### src/rtl/coex_pkg.sv
package coex_pkg;
  localparam int LINES = 4;
  // line roles (bit index on the coexistence lines)
  localparam int L_IN0  = 0; // confirm / hold-off in / medium free
  localparam int L_REQ  = 1; // request / hold-off out
  localparam int L_STAT = 2; // WLAN busy status
  localparam int L_OPT  = 3; // spare line

  typedef enum logic [2:0] {
    MODE_PTA = 3'd0,
    MODE_WLM = 3'd1,
    MODE_BTM = 3'd2,
    MODE_TWO = 3'd3,
    MODE_ALT = 3'd4
  } coex_mode_e;

  function automatic logic mode_ok(input logic [2:0] code);
    return code <= 3'd4;
  endfunction
endpackage

### src/rtl/coex_sync.sv
module coex_sync #(
  parameter int W      = 4,
  parameter int STAGES = 2
) (
  input  logic         clk,
  input  logic         rst,
  input  logic [W-1:0] din,
  output logic [W-1:0] dout
);
  localparam int CW = W * STAGES;
  logic [CW-1:0] chain;

  generate
    if (STAGES == 1) begin : g_one
      always_ff @(posedge clk) begin
        if (rst) chain <= '0;
        else     chain <= din;
      end
    end else begin : g_many
      always_ff @(posedge clk) begin
        if (rst) chain <= '0;
        else     chain <= {chain[CW-W-1:0], din};
      end
    end
  endgenerate

  assign dout = chain[CW-1 -: W];
endmodule

### src/rtl/coex_cfg.sv
module coex_cfg
  import coex_pkg::*;
#(
  parameter int PRIO_W = 3,
  parameter logic [PRIO_W-1:0] DEF_THR = '1
) (
  input  logic              clk,
  input  logic              rst,
  input  logic              we,
  input  logic [2:0]        wmode,
  input  logic              wen,
  input  logic [PRIO_W-1:0] wthr,
  input  logic              wbtm,
  output coex_mode_e        mode_q,
  output logic              en_q,
  output logic [PRIO_W-1:0] thr_q,
  output logic              btm_q
);
  always_ff @(posedge clk) begin
    if (rst) begin
      mode_q <= MODE_PTA;
      en_q   <= 1'b1;
      thr_q  <= DEF_THR;
      btm_q  <= 1'b0;
    end else if (we && mode_ok(wmode)) begin
      mode_q <= coex_mode_e'(wmode);
      en_q   <= wen;
      thr_q  <= wthr;
      btm_q  <= wbtm;
    end
  end
endmodule

### src/rtl/coex_policy.sv
module coex_policy
  import coex_pkg::*;
#(
  parameter int PRIO_W = 3
) (
  input  coex_mode_e        mode,
  input  logic              en,
  input  logic [PRIO_W-1:0] thr,
  input  logic              btm,
  input  logic [LINES-1:0]  line_s,
  input  logic              act,
  input  logic [PRIO_W-1:0] aprio,
  output logic              allow,
  output logic [LINES-1:0]  oe_nx,
  output logic [LINES-1:0]  out_nx
);
  logic unused_spare;
  assign unused_spare = line_s[L_OPT];

  always_comb begin
    allow  = 1'b1;
    oe_nx  = '0;
    out_nx = '0;
    if (en) begin
      case (mode)
        MODE_PTA: begin
          oe_nx[L_REQ]  = 1'b1;
          out_nx[L_REQ] = act;
          allow = (aprio >= thr) | ~line_s[L_STAT] | line_s[L_IN0];
        end
        MODE_WLM: allow = ~line_s[L_IN0];
        MODE_BTM: begin
          oe_nx[L_REQ]  = 1'b1;
          out_nx[L_REQ] = act;
        end
        MODE_TWO: begin
          oe_nx[L_REQ] = 1'b1;
          if (btm) out_nx[L_REQ] = act;
          else     allow = ~line_s[L_IN0];
        end
        MODE_ALT: allow = line_s[L_IN0];
        default: allow = 1'b1;
      endcase
    end
  end
endmodule

### src/rtl/coex_arbiter.sv
module coex_arbiter
  import coex_pkg::*;
#(
  parameter int PRIO_W      = 3,
  parameter int SYNC_STAGES = 2,
  parameter logic [PRIO_W-1:0] DEF_THR = 3'd4
) (
  input  logic              clk,
  input  logic              rst,
  input  logic              cfg_we,
  input  logic [2:0]        cfg_mode,
  input  logic              cfg_en,
  input  logic [PRIO_W-1:0] cfg_thr,
  input  logic              cfg_bt_master,
  input  logic              bt_req,
  input  logic [PRIO_W-1:0] bt_prio,
  input  logic [3:0]        gpio_in,
  output logic [3:0]        gpio_out,
  output logic [3:0]        gpio_oe,
  output logic              bt_grant
);
  coex_mode_e        mode_q;
  logic              en_q, btm_q;
  logic [PRIO_W-1:0] thr_q;
  logic [LINES-1:0]  line_s;
  logic              pend_q;
  logic [PRIO_W-1:0] pprio_q;
  logic              act, allow;
  logic [PRIO_W-1:0] aprio;
  logic [LINES-1:0]  oe_nx, out_nx;

  coex_cfg #(.PRIO_W(PRIO_W), .DEF_THR(DEF_THR)) cfg_i (
    .clk(clk), .rst(rst), .we(cfg_we), .wmode(cfg_mode), .wen(cfg_en),
    .wthr(cfg_thr), .wbtm(cfg_bt_master),
    .mode_q(mode_q), .en_q(en_q), .thr_q(thr_q), .btm_q(btm_q)
  );

  coex_sync #(.W(LINES), .STAGES(SYNC_STAGES)) sync_i (
    .clk(clk), .rst(rst), .din(gpio_in), .dout(line_s)
  );

  // merge a fresh strobe into a pending request, keeping the higher priority
  assign act = bt_req | pend_q;
  always_comb begin
    if (pend_q && bt_req) aprio = (bt_prio > pprio_q) ? bt_prio : pprio_q;
    else if (pend_q)      aprio = pprio_q;
    else                  aprio = bt_prio;
  end

  coex_policy #(.PRIO_W(PRIO_W)) pol_i (
    .mode(mode_q), .en(en_q), .thr(thr_q), .btm(btm_q), .line_s(line_s),
    .act(act), .aprio(aprio), .allow(allow), .oe_nx(oe_nx), .out_nx(out_nx)
  );

  always_ff @(posedge clk) begin
    if (rst) begin
      pend_q   <= 1'b0;
      pprio_q  <= '0;
      bt_grant <= 1'b0;
      gpio_oe  <= '0;
      gpio_out <= '0;
    end else begin
      pend_q   <= act & ~allow;
      pprio_q  <= aprio;
      bt_grant <= act & allow;
      gpio_oe  <= oe_nx;
      gpio_out <= out_nx;
    end
  end
endmodule

### config.mk
export PLATFORM = sky130hd
export DESIGN_NAME = coex_arbiter
export DESIGN_NICKNAME = d
export VERILOG_FILES = /design/src/rtl/coex_pkg.sv /design/src/rtl/coex_sync.sv /design/src/rtl/coex_cfg.sv /design/src/rtl/coex_policy.sv /design/src/rtl/coex_arbiter.sv
export SDC_FILE = /design/constraint.sdc
export NUM_CORES = 1
export LEC_CHECK = 0
export BUFFER_PORTS_ARGS = -buffer_cell sky130_fd_sc_hd__buf_2
export CORE_MARGIN = 2
export CORE_UTILIZATION = 30
export CTS_CLUSTER_DIAMETER = 60
export DETAILED_ROUTE_END_ITERATION = 8
export GPL_TIMING_DRIVEN = 1
export PLACE_DENSITY = 0.55
export SYNTH_ARGS = -nofsm -noshare
export SYNTH_HDL_FRONTEND = slang
export SYNTH_SLANG_ARGS = --single-unit
### constraint.sdc
create_clock -name clk -period 7.08 [get_ports clk]
set_input_delay 1.416 -clock clk [delete_from_list [all_inputs] [get_ports clk]]
set_output_delay 1.416 -clock clk [all_outputs]
set_load 0.01 [all_outputs]
After elaboration in Yosys (flattened, before gate mapping) --
Cells that the tools add are included.
Storage, ports and cells: logic and storage cells 43, bits in registers 28, output and inout bits 9, bits of input ports 19
Cells by class: reduce and logical (&&, ||, !) cells 6, magnitude comparators 3, eq/ne operators 4, multiplexer cells 9, bitwise gates (word level) 9
Operators with widths (count):
- two-way mux 3 bit | 3
- equality test 3 x 2 -> 1 bit (second input constant) | 2
- two-way mux 1 bit | 4
- NOT 1 bit | 4
- case mux 1 bit (4 select lines) | 1
- OR reduction 2 bit | 2
- equality test 3 x 1 -> 1 bit (second input constant) | 1
- equality test 3 bit (second input constant) | 1
- greater-or-equal comparator 3 bit | 1
- > comparator 3 bit | 1
- less-or-equal comparator 3 bit (second input constant) | 1
- logical NOT 3 bit | 1
- bitwise OR 1 bit | 3
- OR reduction 3 bit | 1
- bitwise AND 1 bit | 2
- logical AND 1 bit | 2
- case mux 1 bit (2 select lines) | 1

Longest topological paths before layout --
word-level depth 10, gate-level depth with buffers 11, mapped depth without buffers 11

By module --
A second synthesis with hierarchy kept.
Unflattened totals: cell total of the unflattened synthesis 136, area, all modules 1341.3 um^2
Modules (own cells, without submodules):
- coex_arbiter | instances 1, seq. area each 260.2 um^2, cells each 50, area an instance 543.0 um^2
- coex_cfg | instances 1, seq. area each 160.2 um^2, cells each 39, area an instance 357.8 um^2
- coex_sync | instances 1, seq. area each 160.2 um^2, cells each 20, area an instance 240.2 um^2
- coex_policy | instances 1, seq. area each 0.0 um^2, cells each 27, area an instance 200.2 um^2

Least setup slack after synthesis --
OpenSTA, ideal clock, no wires.
path type input port to flip-flop, start point in bt_prio[1], end point reg bt_grant, data required time 6955 ps, setup slack 3659 ps, arrival time 3296 ps, setup time 125 ps, buffers on the path 0, stages 10, cell sequence ha_1 nor2b_1 o31ai_2 or3_1 and3_1 ha_1 nand2b_1 a211oi_2 o211ai_1 nor2b_4
On the way: word-level cells in the longest chain between the ends 9, elaborated cells on any way between the ends 10, those cells by class order compare (2); mux (5); bitwise (3)
Ends and longest elaborated chain:
- start, declared | line coex_arbiter.sv:16 | input logic [PRIO_W-1:0] bt_prio,
- > comparator 3 bit | line coex_arbiter.sv:45 | if (pend_q && bt_req) aprio = (bt_prio > pprio_q) ? bt_prio : pprio_q;
- two-way mux 3 bit | line coex_arbiter.sv:45
- two-way mux 3 bit * | line coex_arbiter.sv:45
- greater-or-equal comparator 3 bit * | line coex_policy.sv:29 | allow = (aprio >= thr) | ~line_s[L_STAT] | line_s[L_IN0];
- bitwise OR 1 bit * (2 in series) | line coex_policy.sv:29
- case mux 1 bit (4 select lines) * | line coex_policy.sv:25 | case (mode)
- two-way mux 1 bit * | line coex_policy.sv:24 | if (en) begin
- bitwise AND 1 bit * | line coex_arbiter.sv:65 | bt_grant <= act & allow;
- end signal, assigned | line coex_arbiter.sv:65
- end, declared | line coex_arbiter.sv:20 | output logic bt_grant
Mark *: on every way between the ends. The rest lies on a longest branch, timed or not. A chain may end at the register's enable or synchronous reset.

Worst setup path in the final report --
Ends and elaborated chain as after synthesis.

==> flow_summary.yaml <==
power_and_ir_drop:
  powerDensity_nw_per_um2: 192
  p_leak_uw: 0.000481
  report.power.total_uw: 213
  peakVddDrop_mv: 0.144
place:
  hpwl_mm: 1.40
  gp_congestion: 0.778
  dp_slack_ns: 3.37
  io_buffers: 19
layout:
  areaGrowthSynthToFinish_pct: 15.2
  num-nets-final: 158
  drive_gt1_share_pct: 22.0
  finish.utilization_pct: 36.4
  layout_common_cells: "19 x dfxtp_1, 19 x buf_2, 15 x nand2_1"
  antennaDiodeCount: 0
  fillerInstances: 321
floorplanning:
  ios: 28
  die_width_um: 60.7
  start_util_pct: 31.6
  design.core.area_sq_um: 3050
  die_h_um: 60.7
  fp-row-count: 20
  die-area_sq_um: 3690
global_route:
  track_usage_pct: 10.8
  grt_pass1_wl_mm: 2.97
  antenna_found_initial: 0
  grt-ovfl-total: 0
  first_global_vias: 741
  grt_max_degree: 18
logic_synthesis:
  synth_seq_cells: 19
  synthFlopType: "dfxtp_1"
  synth_cells: 112
  yosysUniqueCellTypes: 34
  synthArstFlopShare_pct: 0
  synth-edff-count: 0
  syn-cell-area_sq_um: 966
  yosysSeqAreaShare_pct: 39.4
  syn_area_per_cell_sq_um: 8.62
  synth_warnings: 0
flow_run:
  drv_cap: 0
drt:
  wire_per_inst_um: 9.88
  drtIter0Drc: 11
  drc: 0
  drt-pass1-iter-count: 4
  num_vias: 788
  vias_per_cell: 4.48
  ant_nets: 0
  routed_wl_mm: 1.74
clock_tree:
  post_cts_resized: 0
  clock-sinks: 19
  cts.clk_slew.worst_paths_ns: 0.11
  h-tree-depth: 1
  cts_hold_buf: 0
  cts-root-buf: "clkbuf_4"
  cts_tree: "done"
  cts-buffers-inserted: 3
  post_cts_buffers: 0
  clock_path_buffers: 2
  clock_latency_ns: 0.30
status:
  status: "complete, no violations"
worst_setup_path:
  crit_required_ns: 7.27
  critPathMaxFanout: 4
  worstPathArrival_ns: 3.58
  path_class: "input pin to flip-flop"
  start_kind: "input pin"
  critPathCaptureType: "flip-flop"
sta:
  finalHoldViolations: 0
  slew_violations: 0
  hold_ws_ns: 0.448
  rsz0062_at_grt: "false"
  setup_tns_ns: 0
  fin_ws_ns: 3.69
  finalSetupViolCount: 0
  period_share_pct: 47.8
  clock_skew_ns: 0.00542
  fmax_ghz: 0.295
  fin_crit_ns: 3.39
hold_path:
  worstHoldPathType: "flip-flop to flip-flop"
state kept, by name, indices dropped and copies added (netlist names), 3 cells and up:
signal,flops
cfg_i.mode_q,3
cfg_i.thr_q,3
pprio_q,3
sync_i.chain,4
worst paths after layout:
path                              startpoint                          to  slack [ns]  cells past startpoint
setup / recovery                  bt_prio[1]         bt_grant$_SDFF_PP0_        3.69                     11
hold / removal    sync_i.chain[2]$_SDFF_PP0_  sync_i.chain[6]$_SDFF_PP0_        0.45                      1
setup reg to reg       pprio_q[1]$_SDFF_PP0_         bt_grant$_SDFF_PP0_        4.57                     11
hold reg to reg   sync_i.chain[2]$_SDFF_PP0_  sync_i.chain[6]$_SDFF_PP0_        0.45                      1
Yosys cell counts (2+ instances only):
cell | number | share of area (%)
inv_1 | 6 | 2.3
buf_4 | 6 | 4.7
and3_1 | 2 | 1.3
nand3_1 | 6 | 3.1
a21oi_1 | 8 | 4.1
o21ai_1 | 2 | 1.0
nor3_1 | 3 | 1.6
nand2_1 | 15 | 5.8
ha_1 | 6 | 7.8
a31oi_1 | 2 | 1.3
clkbuf_1 | 2 | 0.78
nor2_1 | 3 | 1.2
nor2b_1 | 7 | 4.5
dfxtp_1 | 19 | 39
a22oi_1 | 2 | 1.6
o21ai_0 | 3 | 1.6
nand2b_1 | 2 | 1.3
nand3b_1 | 2 | 1.6
metal layers:
| metal | share of wire, % | wire length, um | global-route usage (%) | vias to the layer above |
|---|---|---|---|---|
| met3 | 5.9 | 102 | 3.84 | 2 |
| met4 | 0.69 | 12 | 1.86 | 0 |
| met5 | 0 | 0 | 0 | - |
| li1 | - | - | - | 419 |
| met1 | 44 | 760 | 13.3 | 348 |
| met2 | 50 | 864 | 18.4 | 19 |
power by group:
group	internal [uW]	switching, uW
combinational	18.6	21.6
sequential	114	3.57
clock	21.5	34.1
area by class of cell:
cell class                      instances  area, sq um  share of cell area (%)
Clock buffer                            3         22.5                    2.02
Clock inverter                          1         7.51                   0.675
Inverter                                6         22.5                    2.02
Multi-Input combinational cell         84          529                    47.6
Sequential cell                        19          380                    34.2
Tap cell                               44         55.1                    4.95
Timing Repair Buffer                   19         95.1                    8.55
stage by stage:
stage | instances | instance area, sq um
3_5_place_dp | 172 | 1080
3_3_place_gp | 172 | 1080
2_1_floorplan | 117 | 985
6_report | 176 | 1110
5_1_grt | 176 | 1110
4_1_cts | 176 | 1110
worst max-delay path, cell delays in order:
cell	delay [ns]
buf_2	0.12
ha_1	0.29
nor2b_1	0.19
o31ai_2	0.11
or3_1	0.34
and3_1	0.18
ha_1	0.27
nand2b_1	0.15
a211oi_2	0.22
o211ai_1	0.15
nor2b_4	0.14
logic make-up after synthesis:
| group | Yosys count | synth area share, % |
|---|---|---|
| simple gates | 45 | 25.4 |
| compound gates | 26 | 18.1 |
| flops | 19 | 39.4 |
| buf+inv | 14 | 7.77 |
| fa+ha+maj | 6 | 7.77 |
| mux | 1 | 1.17 |
| other cells | 1 | 0.388 |
Power figures use the tool's default switching activity.
